$ cat src/rtl/brres_pkg.sv
package brres_pkg;

  typedef enum logic [3:0] {
    KIND_NONE = 4'd0,
    KIND_BEQ  = 4'd1,
    KIND_BNE  = 4'd2,
    KIND_BLEZ = 4'd3,
    KIND_BLTZ = 4'd4,
    KIND_BGEZ = 4'd5,
    KIND_BGTZ = 4'd6,
    KIND_J    = 4'd7,
    KIND_JAL  = 4'd8,
    KIND_JR   = 4'd9,
    KIND_JALR = 4'd10
  } brKind_e;

  typedef enum logic [1:0] {
    TGT_REL = 2'd0,
    TGT_ABS = 2'd1,
    TGT_REG = 2'd2
  } tgtSel_e;

  // strobes from control to datapath
  typedef struct packed {
    logic    capture;
    tgtSel_e tgtSel;
  } dpStrobe_t;

  // comparison results from datapath to control
  typedef struct packed {
    logic opEq;
    logic aNeg;
    logic aZero;
  } cmpFlags_t;

endpackage

$ cat src/rtl/brres_datapath.sv
module brres_datapath
  import brres_pkg::*;
#(
  parameter int DATA_W     = 32,
  parameter int OFF_W      = 16,
  parameter int IDX_W      = 26,
  parameter bit EX_RESOLVE = 1'b0
) (
  input  logic              clk,
  input  logic              rstN,
  input  dpStrobe_t         strobe,
  input  logic [DATA_W-1:0] rsVal,
  input  logic [DATA_W-1:0] rtVal,
  input  logic [DATA_W-1:0] nextPc,
  input  logic [OFF_W-1:0]  offset16,
  input  logic [IDX_W-1:0]  jumpIndex,
  output cmpFlags_t         flags,
  output logic [DATA_W-1:0] targetPc,
  output logic [DATA_W-1:0] linkAddr
);

  localparam int SHIFT  = 2;
  localparam int SEXT_W = DATA_W - OFF_W - SHIFT;
  localparam int HI_W   = DATA_W - IDX_W - SHIFT;

  logic [DATA_W-1:0] rsUse, rtUse, pcUse;
  logic [OFF_W-1:0]  offUse;
  logic [IDX_W-1:0]  idxUse;

  generate
    if (EX_RESOLVE) begin : gExReg
      logic [DATA_W-1:0] rsQ, rtQ, pcQ;
      logic [OFF_W-1:0]  offQ;
      logic [IDX_W-1:0]  idxQ;
      always_ff @(posedge clk or negedge rstN) begin
        if (!rstN) begin
          rsQ  <= '0;
          rtQ  <= '0;
          pcQ  <= '0;
          offQ <= '0;
          idxQ <= '0;
        end else if (strobe.capture) begin
          rsQ  <= rsVal;
          rtQ  <= rtVal;
          pcQ  <= nextPc;
          offQ <= offset16;
          idxQ <= jumpIndex;
        end
      end
      assign rsUse  = rsQ;
      assign rtUse  = rtQ;
      assign pcUse  = pcQ;
      assign offUse = offQ;
      assign idxUse = idxQ;
    end else begin : gIdPass
      assign rsUse  = rsVal;
      assign rtUse  = rtVal;
      assign pcUse  = nextPc;
      assign offUse = offset16;
      assign idxUse = jumpIndex;
    end
  endgenerate

  logic [DATA_W-1:0] relTarget, absTarget;

  always_comb begin
    relTarget = pcUse + {{SEXT_W{offUse[OFF_W-1]}}, offUse, {SHIFT{1'b0}}};
    absTarget = {pcUse[DATA_W-1 -: HI_W], idxUse, {SHIFT{1'b0}}};
    flags.opEq  = (rsUse == rtUse);
    flags.aNeg  = rsUse[DATA_W-1];
    flags.aZero = (rsUse == '0);
    unique case (strobe.tgtSel)
      TGT_ABS: targetPc = absTarget;
      TGT_REG: targetPc = rsUse;
      default: targetPc = relTarget;
    endcase
    linkAddr = pcUse;
  end

endmodule

$ cat src/rtl/brres_control.sv
module brres_control
  import brres_pkg::*;
#(
  parameter int KIND_W     = 4,
  parameter bit EX_RESOLVE = 1'b0
) (
  input  logic              clk,
  input  logic              rstN,
  input  logic              decValid,
  input  logic [KIND_W-1:0] brKind,
  input  logic              stall,
  input  cmpFlags_t         flags,
  output dpStrobe_t         strobe,
  output logic              redirect,
  output logic              flushFetch,
  output logic              flushDecode,
  output logic              linkWrite
);

  logic    resolveValid;
  brKind_e resolveKind;
  brKind_e decKind;
  logic    taken;
  logic    captureNow;

  always_comb begin
    unique case (brKind)
      4'd1:    decKind = KIND_BEQ;
      4'd2:    decKind = KIND_BNE;
      4'd3:    decKind = KIND_BLEZ;
      4'd4:    decKind = KIND_BLTZ;
      4'd5:    decKind = KIND_BGEZ;
      4'd6:    decKind = KIND_BGTZ;
      4'd7:    decKind = KIND_J;
      4'd8:    decKind = KIND_JAL;
      4'd9:    decKind = KIND_JR;
      4'd10:   decKind = KIND_JALR;
      default: decKind = KIND_NONE;
    endcase
  end

  // a redirecting cycle discards whatever sits in decode
  assign captureNow = decValid & ~stall & ~redirect;

  generate
    if (EX_RESOLVE) begin : gExStage
      logic    exValid;
      brKind_e exKind;
      always_ff @(posedge clk or negedge rstN) begin
        if (!rstN) begin
          exValid <= 1'b0;
          exKind  <= KIND_NONE;
        end else begin
          exValid <= captureNow;
          exKind  <= captureNow ? decKind : KIND_NONE;
        end
      end
      assign resolveValid = exValid;
      assign resolveKind  = exKind;
    end else begin : gIdStage
      assign resolveValid = decValid & ~stall & rstN;
      assign resolveKind  = decKind;
    end
  endgenerate

  always_comb begin
    taken         = 1'b0;
    strobe.tgtSel = TGT_REL;
    unique case (resolveKind)
      KIND_BEQ:  taken = flags.opEq;
      KIND_BNE:  taken = ~flags.opEq;
      KIND_BLEZ: taken = flags.aNeg | flags.aZero;
      KIND_BLTZ: taken = flags.aNeg;
      KIND_BGEZ: taken = ~flags.aNeg;
      KIND_BGTZ: taken = ~flags.aNeg & ~flags.aZero;
      KIND_J, KIND_JAL: begin
        taken         = 1'b1;
        strobe.tgtSel = TGT_ABS;
      end
      KIND_JR, KIND_JALR: begin
        taken         = 1'b1;
        strobe.tgtSel = TGT_REG;
      end
      default: taken = 1'b0;
    endcase
    strobe.capture = captureNow;
    redirect       = resolveValid & taken;
    flushFetch     = redirect;
    flushDecode    = EX_RESOLVE ? redirect : 1'b0;
    linkWrite      = resolveValid &
                     ((resolveKind == KIND_JAL) | (resolveKind == KIND_JALR));
  end

endmodule

$ cat src/rtl/decode_branch_resolver.sv
module decode_branch_resolver
  import brres_pkg::*;
#(
  parameter int RESOLVE_STAGE = 2,
  parameter int DATA_W        = 32,
  parameter int OFF_W         = 16,
  parameter int IDX_W         = 26,
  parameter int KIND_W        = 4
) (
  input  logic              clk,
  input  logic              rstN,
  input  logic              decValid,
  input  logic [KIND_W-1:0] brKind,
  input  logic              stall,
  input  logic [DATA_W-1:0] rsVal,
  input  logic [DATA_W-1:0] rtVal,
  input  logic [DATA_W-1:0] nextPc,
  input  logic [OFF_W-1:0]  offset16,
  input  logic [IDX_W-1:0]  jumpIndex,
  output logic              redirect,
  output logic [DATA_W-1:0] redirectPc,
  output logic              flushFetch,
  output logic              flushDecode,
  output logic              linkWrite,
  output logic [DATA_W-1:0] linkAddr
);

  localparam bit EX_RESOLVE = (RESOLVE_STAGE >= 3);

  dpStrobe_t strobe;
  cmpFlags_t flags;

  brres_control #(
    .KIND_W    (KIND_W),
    .EX_RESOLVE(EX_RESOLVE)
  ) uCtrl (
    .clk        (clk),
    .rstN       (rstN),
    .decValid   (decValid),
    .brKind     (brKind),
    .stall      (stall),
    .flags      (flags),
    .strobe     (strobe),
    .redirect   (redirect),
    .flushFetch (flushFetch),
    .flushDecode(flushDecode),
    .linkWrite  (linkWrite)
  );

  brres_datapath #(
    .DATA_W    (DATA_W),
    .OFF_W     (OFF_W),
    .IDX_W     (IDX_W),
    .EX_RESOLVE(EX_RESOLVE)
  ) uData (
    .clk      (clk),
    .rstN     (rstN),
    .strobe   (strobe),
    .rsVal    (rsVal),
    .rtVal    (rtVal),
    .nextPc   (nextPc),
    .offset16 (offset16),
    .jumpIndex(jumpIndex),
    .flags    (flags),
    .targetPc (redirectPc),
    .linkAddr (linkAddr)
  );

endmodule

$ cat config.mk
export PLATFORM = sky130hd
export DESIGN_NAME = decode_branch_resolver
export DESIGN_NICKNAME = d
export VERILOG_FILES = /design/src/rtl/brres_pkg.sv /design/src/rtl/brres_datapath.sv /design/src/rtl/brres_control.sv /design/src/rtl/decode_branch_resolver.sv
export SDC_FILE = /design/constraint.sdc
export NUM_CORES = 1
export LEC_CHECK = 0
export BUFFER_PORTS_ARGS = -buffer_cell sky130_fd_sc_hd__buf_2
export CAP_MARGIN = 40
export CORE_AREA = 3 3 92 94
export DETAILED_ROUTE_END_ITERATION = 10
export DIE_AREA = 0 0 95 97
export PLACE_DENSITY_LB_ADDON = 0.1
export SYNTH_ARGS = -nofsm -noshare
export SYNTH_HDL_FRONTEND = slang
export SYNTH_SLANG_ARGS = --single-unit
$ cat constraint.sdc
create_clock -name vclk -period 2.3
set_input_delay 0.23 -clock vclk [all_inputs]
set_output_delay 0.23 -clock vclk [all_outputs]
set_load 0.02 [all_outputs]
After elaboration in Yosys (flattened, before gate mapping) --
Memory sizes are Yosys's and may differ from the RTL's. Cells that the tools add are included. W data, S select, Z words.
Cells by class: reduce and logical (&&, ||, !) cells 4, multiplexer cells 3, add/sub/neg operators 1, equal/unequal tests 13, bitwise gates (word level) 11
Operators with widths (count):
- $pmux W32 S2 | 1
- $add A32 B32 Y32 | 1
- $eq A32 B32 Y1 | 1
- $logic_not A32 Y1 | 1
- $eq A4 B3 Y1 const B | 4
- $eq A4 B4 Y1 const B | 3
- $eq A4 B2 Y1 const B | 2
- $pmux W1 S7 | 1
- $and A1 B1 Y1 | 5
- $eq A4 B1 Y1 const B | 1
- $not A1 Y1 | 4
- $pmux W2 S2 | 1
- $reduce_or A2 Y1 | 2
- $reduce_or A4 Y1 | 1
- $eq A2 B1 Y1 const B | 1
- $eq A2 B2 Y1 const B | 1
- $or A1 B1 Y1 | 2
Word-level totals: word-level logic and storage cells 33, flip-flop bits (word level) 0, bits of input ports 146, bits in read-only memories 64, output and inout port bits 68, memories 1
Memories:
- (name not given) | words 16, bits a word 4, read ports 1, clocked after Yosys merged registers in 0, write ports 0, line brres_control.sv:27 | unique case (brKind)

Depth between registers and ports, before layout --
Gate-level depths: netlist of the first run. An unclocked memory read counts as a cell.
depth after elaboration 6, depth in mapped cells 10, mapped depth without buffers 10

Hierarchy --
Synthesis of the first run repeated with hierarchy kept, for this count alone.
Second synthesis, totals: cell total of the unflattened synthesis 448, area total of the unflattened synthesis 3071.7 sq um
By module, submodules not included:
- brres_datapath | sequential area each 0.0 sq um, instances 1, area an instance 2890.3 sq um, cells an instance 420
- brres_control | sequential area each 0.0 sq um, instances 1, area an instance 181.4 sq um, cells an instance 28

Least setup slack after synthesis of the first run --
No wires, ideal clock.
path type in2out, start point in nextPc[2], end point out redirectPc[24], data required time 2070 ps, slack -354 ps, stages on the path 10, arrival 2424 ps, path buffers 0, path through ha_1 > fa_1 > a21o_1 > a22o_1 > o211ai_1 > a21bo_2 > a211oi_1 > o21ai_1 > a21oi_1 > nor3b_1
Between the ends: cells in the longest elaborated chain, start to end 2
RTL lines:
- from (decl) | line decode_branch_resolver.sv:17 | input logic [DATA_W-1:0] nextPc,
- $add A32 B32 Y32 | line brres_datapath.sv:67 | relTarget = pcUse + {{SEXT_W{offUse[OFF_W-1]}}, offUse, {SHIFT{1'b0}}};
- $pmux W32 S2 | line brres_datapath.sv:72 | unique case (strobe.tgtSel)
- to (decl) | line decode_branch_resolver.sv:21 | output logic [DATA_W-1:0] redirectPc,
No other way between the ends.

Worst setup path in the final report of the first run --
start point in nextPc[2], end point out redirectPc[22]
Same word-level chain as after synthesis.

==> impl_metrics.toml, run 1 <==
[place]
hpwl_um = 11650
placed_cell_area_um2 = 4785
gp_congestion = 0.8970
portBuffers = 212
placed_cells = 783

[detailed_routing]
vias = 4396
drc = 0
drtAntennaViolNets = 0
drtIter0Drc = 167
wl_per_cell_um = 17.73
dr.pass1.iters = 6
viasPerCell = 5.565
wl_um = 14000

[setup_path]
critical_path.cell_chain = "buf_8 -> ha_4 -> fa_2 -> a21o_1 -> a22o_1 -> o211ai_1 -> a21bo_2 -> a211oi_4 -> or2_1 -> xnor2_1 -> a21oi_2 -> buf_6"
worst-path-buf-inv = 2
max_stage_delay_ps = 360
crit_fanout = 3
critPathTopFamily = "compound AO/OA/AOI/OAI gates"
critPathSlowestCell = "fa_2"
cp_data_arrival_time_ps = 2460
worstSetupPathType = "input port to output pin"
crit_path_end_kind = "output pin"
cp.required_ps = 2070
critPathLaunchType = "input port"

[timing]
layout_setup_ws_ps = -391.7
fmax_mhz = 371.5
rsz0062_at_grt = "true"
final_max_slew_viol_count = 0
setup_viol = 19
fin_crit_ps = 2692
whs_ps = 689.2
final_hold_viol_count = 0
period_share = 1.170

[synthesis]
yosysMostFrequentCell = "a21oi_1"
yosysWarnings = 0
syn_area_um2 = 2995
synthCells = 428
synth_top_area_cell = "xnor2_1"
synth_top_area_share = 0.1316
synth_area_per_cell_um2 = 6.999
synth_cell_types = 57
seq_area_frac_synth = 0
synth_common_cells = "a21oi_1 (51), xnor2_1 (45), buf_4 (34), ha_1 (31), nand2_1 (31)"
mappedNetlistNets = 606
netlist_top_cells_area = "xnor2_1 (13%), ha_1 (13%), a21oi_1 (8.5%)"

[power]
total_leakage_power_uw = 0.002539
power_uw = 1793
pwr_density_cell_nw_per_um2 = 335.2
vdd_drop_max_mv = 0.2103

[global_route]
grt_max_degree = 35
grt_antenna_before_repair = 0
grt_pass1_wl_um = 21040
grt-ovfl-total = 0
grt_pass1_vias = 4296
track_usage = 0.2816

[final_layout]
postLayoutCoreUtil = 0.6922
final_cells = 790
fill_cells = 669
seq_cells = 0
regArea_um2 = 0
fin_nets = 868
nClkBuffers = 0
syn_to_final_growth_pct = 78.57
diodes = 0
layout-drive-gt1-share = 0.5799
stdcell_area_um2 = 5349

[floorplan]
design.die.area_um2 = 9215
rows = 32
dieHeight_um = 97
die_x_um = 95
io-pin-count = 214
start_util = 0.3876
core_um2 = 7727

[run_status]
outcome = "finished with violations"
violations = "setup timing"

[flow_run]
maxCapViolCount = 0

[hold_path]
hold_class = "input port to output pin"
[cell type report]
type / instances / area [um2] / area share
multi-input combinational: 366 / 3174 / 0.5934
timing repair buffer: 313 / 2013 / 0.3764
tap: 102 / 127.6 / 0.02386
inverter: 9 / 33.78 / 0.006316
[cells by family (layout without fill, tap and decap cells)]
logic type                 after synthesis  after routing  share of synthesized area
AOI/OAI and AO/OA                      157            157                     0.3663
and+or+nand+nor                        119            119                     0.2089
buffers and inverters                   62            322                     0.1203
xor gates and xnor gates                56             56                     0.1637
adders and majority gates               32             32                     0.1362
other                                    1              1                   0.001252
muxes                                    1              1                   0.003342
[metal layers]
layer	routed length (um)	up-vias	GRT usage
li1	-	2118	-
met1	5554	2033	0.3582
met2	6848	207	0.4978
met3	1016	38	0.01944
met4	585	0	0.08435
met5	0	-	0
[through the flow]
| step | setup TNS, ps | worst slack (ps) |
|---|---|---|
| final | -4353 | -391.7 |
| after global routing | -6194 | -496.6 |
| after CTS | -3590 | -362.3 |
| after detailed placement | -5044 | -464.0 |
| after global placement | -4428 | -341.5 |
| after floorplan | -101.4 | -59.11 |
[report_power, final]
| group | internal (uW) | switching (uW) | total [uW] |
|---|---|---|---|
| logic | 847 | 946 | 1790 |
| registers | 0 | 0 | 0 |
| clock network | 0 | 0 | 0 |
| total | 847 | 946 | 1790 |
[timing repair]
action / in CTS / in global routing
gates resized for setup: 70 / 33
endpoints found under the hold margin: 0 / 0
endpoints found under the setup margin: 20 / 23
pin swaps: 25 / 27
hold buffers: 0 / 0
buffers inserted: 6 / 3
[worst paths after layout]
| kind | startpoint | depth (start not counted) | end | slack, ps |
|---|---|---|---|---|
| worst max-delay path | nextPc[2] | 12 | redirectPc[22] | -390 |
| worst min-delay path | nextPc[2] | 2 | linkAddr[2] | 690 |
[cells in the final DEF (no fill, tap or decap), drive strengths merged, types with 14 or more instances in the layout]
cell	n
a21oi	54
a21o	18
buf	313
o21ai	18
nand4	14
ha	31
nor2	18
xnor2	45
a221oi	28
nand2	31
No activity file was read; power rests on OpenSTA's default activity.
==> inputs of run 2 (changes only) <==
--- a/config.mk
+++ b/config.mk
@@ -10,7 +10,7 @@
 export CORE_AREA = 3 3 92 94
 export DETAILED_ROUTE_END_ITERATION = 10
 export DIE_AREA = 0 0 95 97
-export PLACE_DENSITY_LB_ADDON = 0.1
+export PLACE_DENSITY = 0.79
 export SYNTH_ARGS = -nofsm -noshare
 export SYNTH_HDL_FRONTEND = slang
 export SYNTH_SLANG_ARGS = --single-unit
==> impl_metrics.toml, run 2 (synthesized netlist as in run 1, its figures left out) <==
[run_status]
outcome = "finished with violations"
violations = "setup timing"

[floorplan]
start_util = 0.3876
core_um2 = 7727
io-pin-count = 214
die_x_um = 95
rows = 32
design.die.area_um2 = 9215
dieHeight_um = 97

[place]
gp_congestion = 0.9877
hpwl_um = 11880
placed_cells = 771
portBuffers = 212

[setup_path]
cp.required_ps = 2070
crit_path_end_kind = "output pin"
critPathLaunchType = "input port"
crit_fanout = 3
worstSetupPathType = "input port to output pin"
cp_data_arrival_time_ps = 2440

[final_layout]
seq_cells = 0
fin_nets = 867
fill_cells = 642
layout-drive-gt1-share = 0.6026
syn_to_final_growth_pct = 84.88
nClkBuffers = 0
layout_common_cells = "buf_2 (180), buf_4 (99), xnor2_1 (40), nand2_1 (28), a21oi_2 (28)"
regArea_um2 = 0
final_cells = 789
postLayoutCoreUtil = 0.7166
multi_input_area_um2 = 3311
diodes = 0
final_common_cell = "buf_2"

[detailed_routing]
drc = 0
wl_um = 15620
drtAntennaViolNets = 0
drtIter0Drc = 344
dr.pass1.iters = 5
viasPerCell = 5.886
vias = 4644
wl_per_cell_um = 19.80

[cts]
hold_buffers = 0

[global_route]
grt_pass1_vias = 4645
grt-ovfl-total = 0
grt_pass1_wl_um = 22450
grt_antenna_before_repair = 1
grt_max_degree = 26
track_usage = 0.3021

[timing]
layout_setup_ws_ps = -371.1
whs_ps = 687.6
worst_slew_pin_slew_ps = 502.6
fin_crit_ps = 2671
fmax_mhz = 374.4
slew_headroom = 0.6649
rsz0062_at_grt = "true"
setup_viol = 21
final_max_slew_viol_count = 0
period_share = 1.161
final_hold_viol_count = 0

[hold_path]
whs_endpoint = "linkAddr[14]"
min_from = "nextPc[14]"
hold_path_depth = 2
hold_class = "input port to output pin"

[power]
total_leakage_power_uw = 0.002596
vdd_drop_max_mv = 0.2116
pwr_density_cell_nw_per_um2 = 350.3
power_uw = 1940

[flow_run]
maxCapViolCount = 0
[run 2: cell types whose count changed in the layout (fill, tap and decap cells not counted), sizes merged]
cell / previous run / this run
bufbuf: 0 / 1
buf: 313 / 311
[run 2: where the power goes]
group,switching (uW),total [uW],internal (uW)
clock network,0,0,0
registers,0,0,0
logic,1020,1940,921
[run 2: worst max-delay path: stages]
cell and delay, ps:
buf_8 100, ha_4 150, fa_2 380, a21o_1 190, a22o_1 210, o211ai_1 180
a21bo_2 220, a211oi_4 90, or2_4 270, xnor2_2 140, a21oi_2 140, buf_6 130
[run 2: layout make-up]
| class | count | share of cell area |
|---|---|---|
| Inverter | 9 | 0.006100 |
| Multi-Input combinational cell | 366 | 0.5978 |
| Tap cell | 102 | 0.02305 |
| Timing Repair Buffer | 312 | 0.3730 |
[run 2: layer usage]
layer | up-vias | part of all wire | global-route usage
met2 | 288 | 0.50 | 0.5412
met3 | 81 | 0.079 | 0.05677
li1 | 2117 | - | -
met4 | 2 | 0.056 | 0.1243
met5 | - | 0.00083 | 0
met1 | 2156 | 0.36 | 0.3423
[run 2: what timing repair did]
| item | in CTS | in global routing |
|---|---|---|
| pin swaps | 30 | 44 |
| setup buffers | 8 | 10 |
| endpoints found under the hold margin | 0 | 0 |
| endpoints found under the setup margin | 20 | 30 |
| resized for setup | 74 | 65 |
| gates cloned | 1 | 0 |
[run 2: how the worst max path moves through the flow]
| stage | from | end | slack [ps] |
|---|---|---|---|
| global placement | nextPc[2] | redirectPc[14] | -300 |
| global route | nextPc[2] | redirectPc[24] | -460 |
| floorplan | nextPc[2] | redirectPc[24] | -60 |
| detailed placement | nextPc[2] | redirectPc[30] | -330 |
| CTS | nextPc[2] | redirectPc[30] | -300 |
| finish | nextPc[2] | redirectPc[22] | -370 |
[run 2: per-stage QoR]
step	setup WS (ps)	TNS [ps]	instance area [um2]
final	-371.1	-5397	5538
after global placement	-301.5	-4022	4669
after floorplan	-59.11	-101.4	3177
after detailed placement	-326.7	-4535	4669
after global routing	-455.1	-7003	5538
after CTS	-303.8	-2857	5152
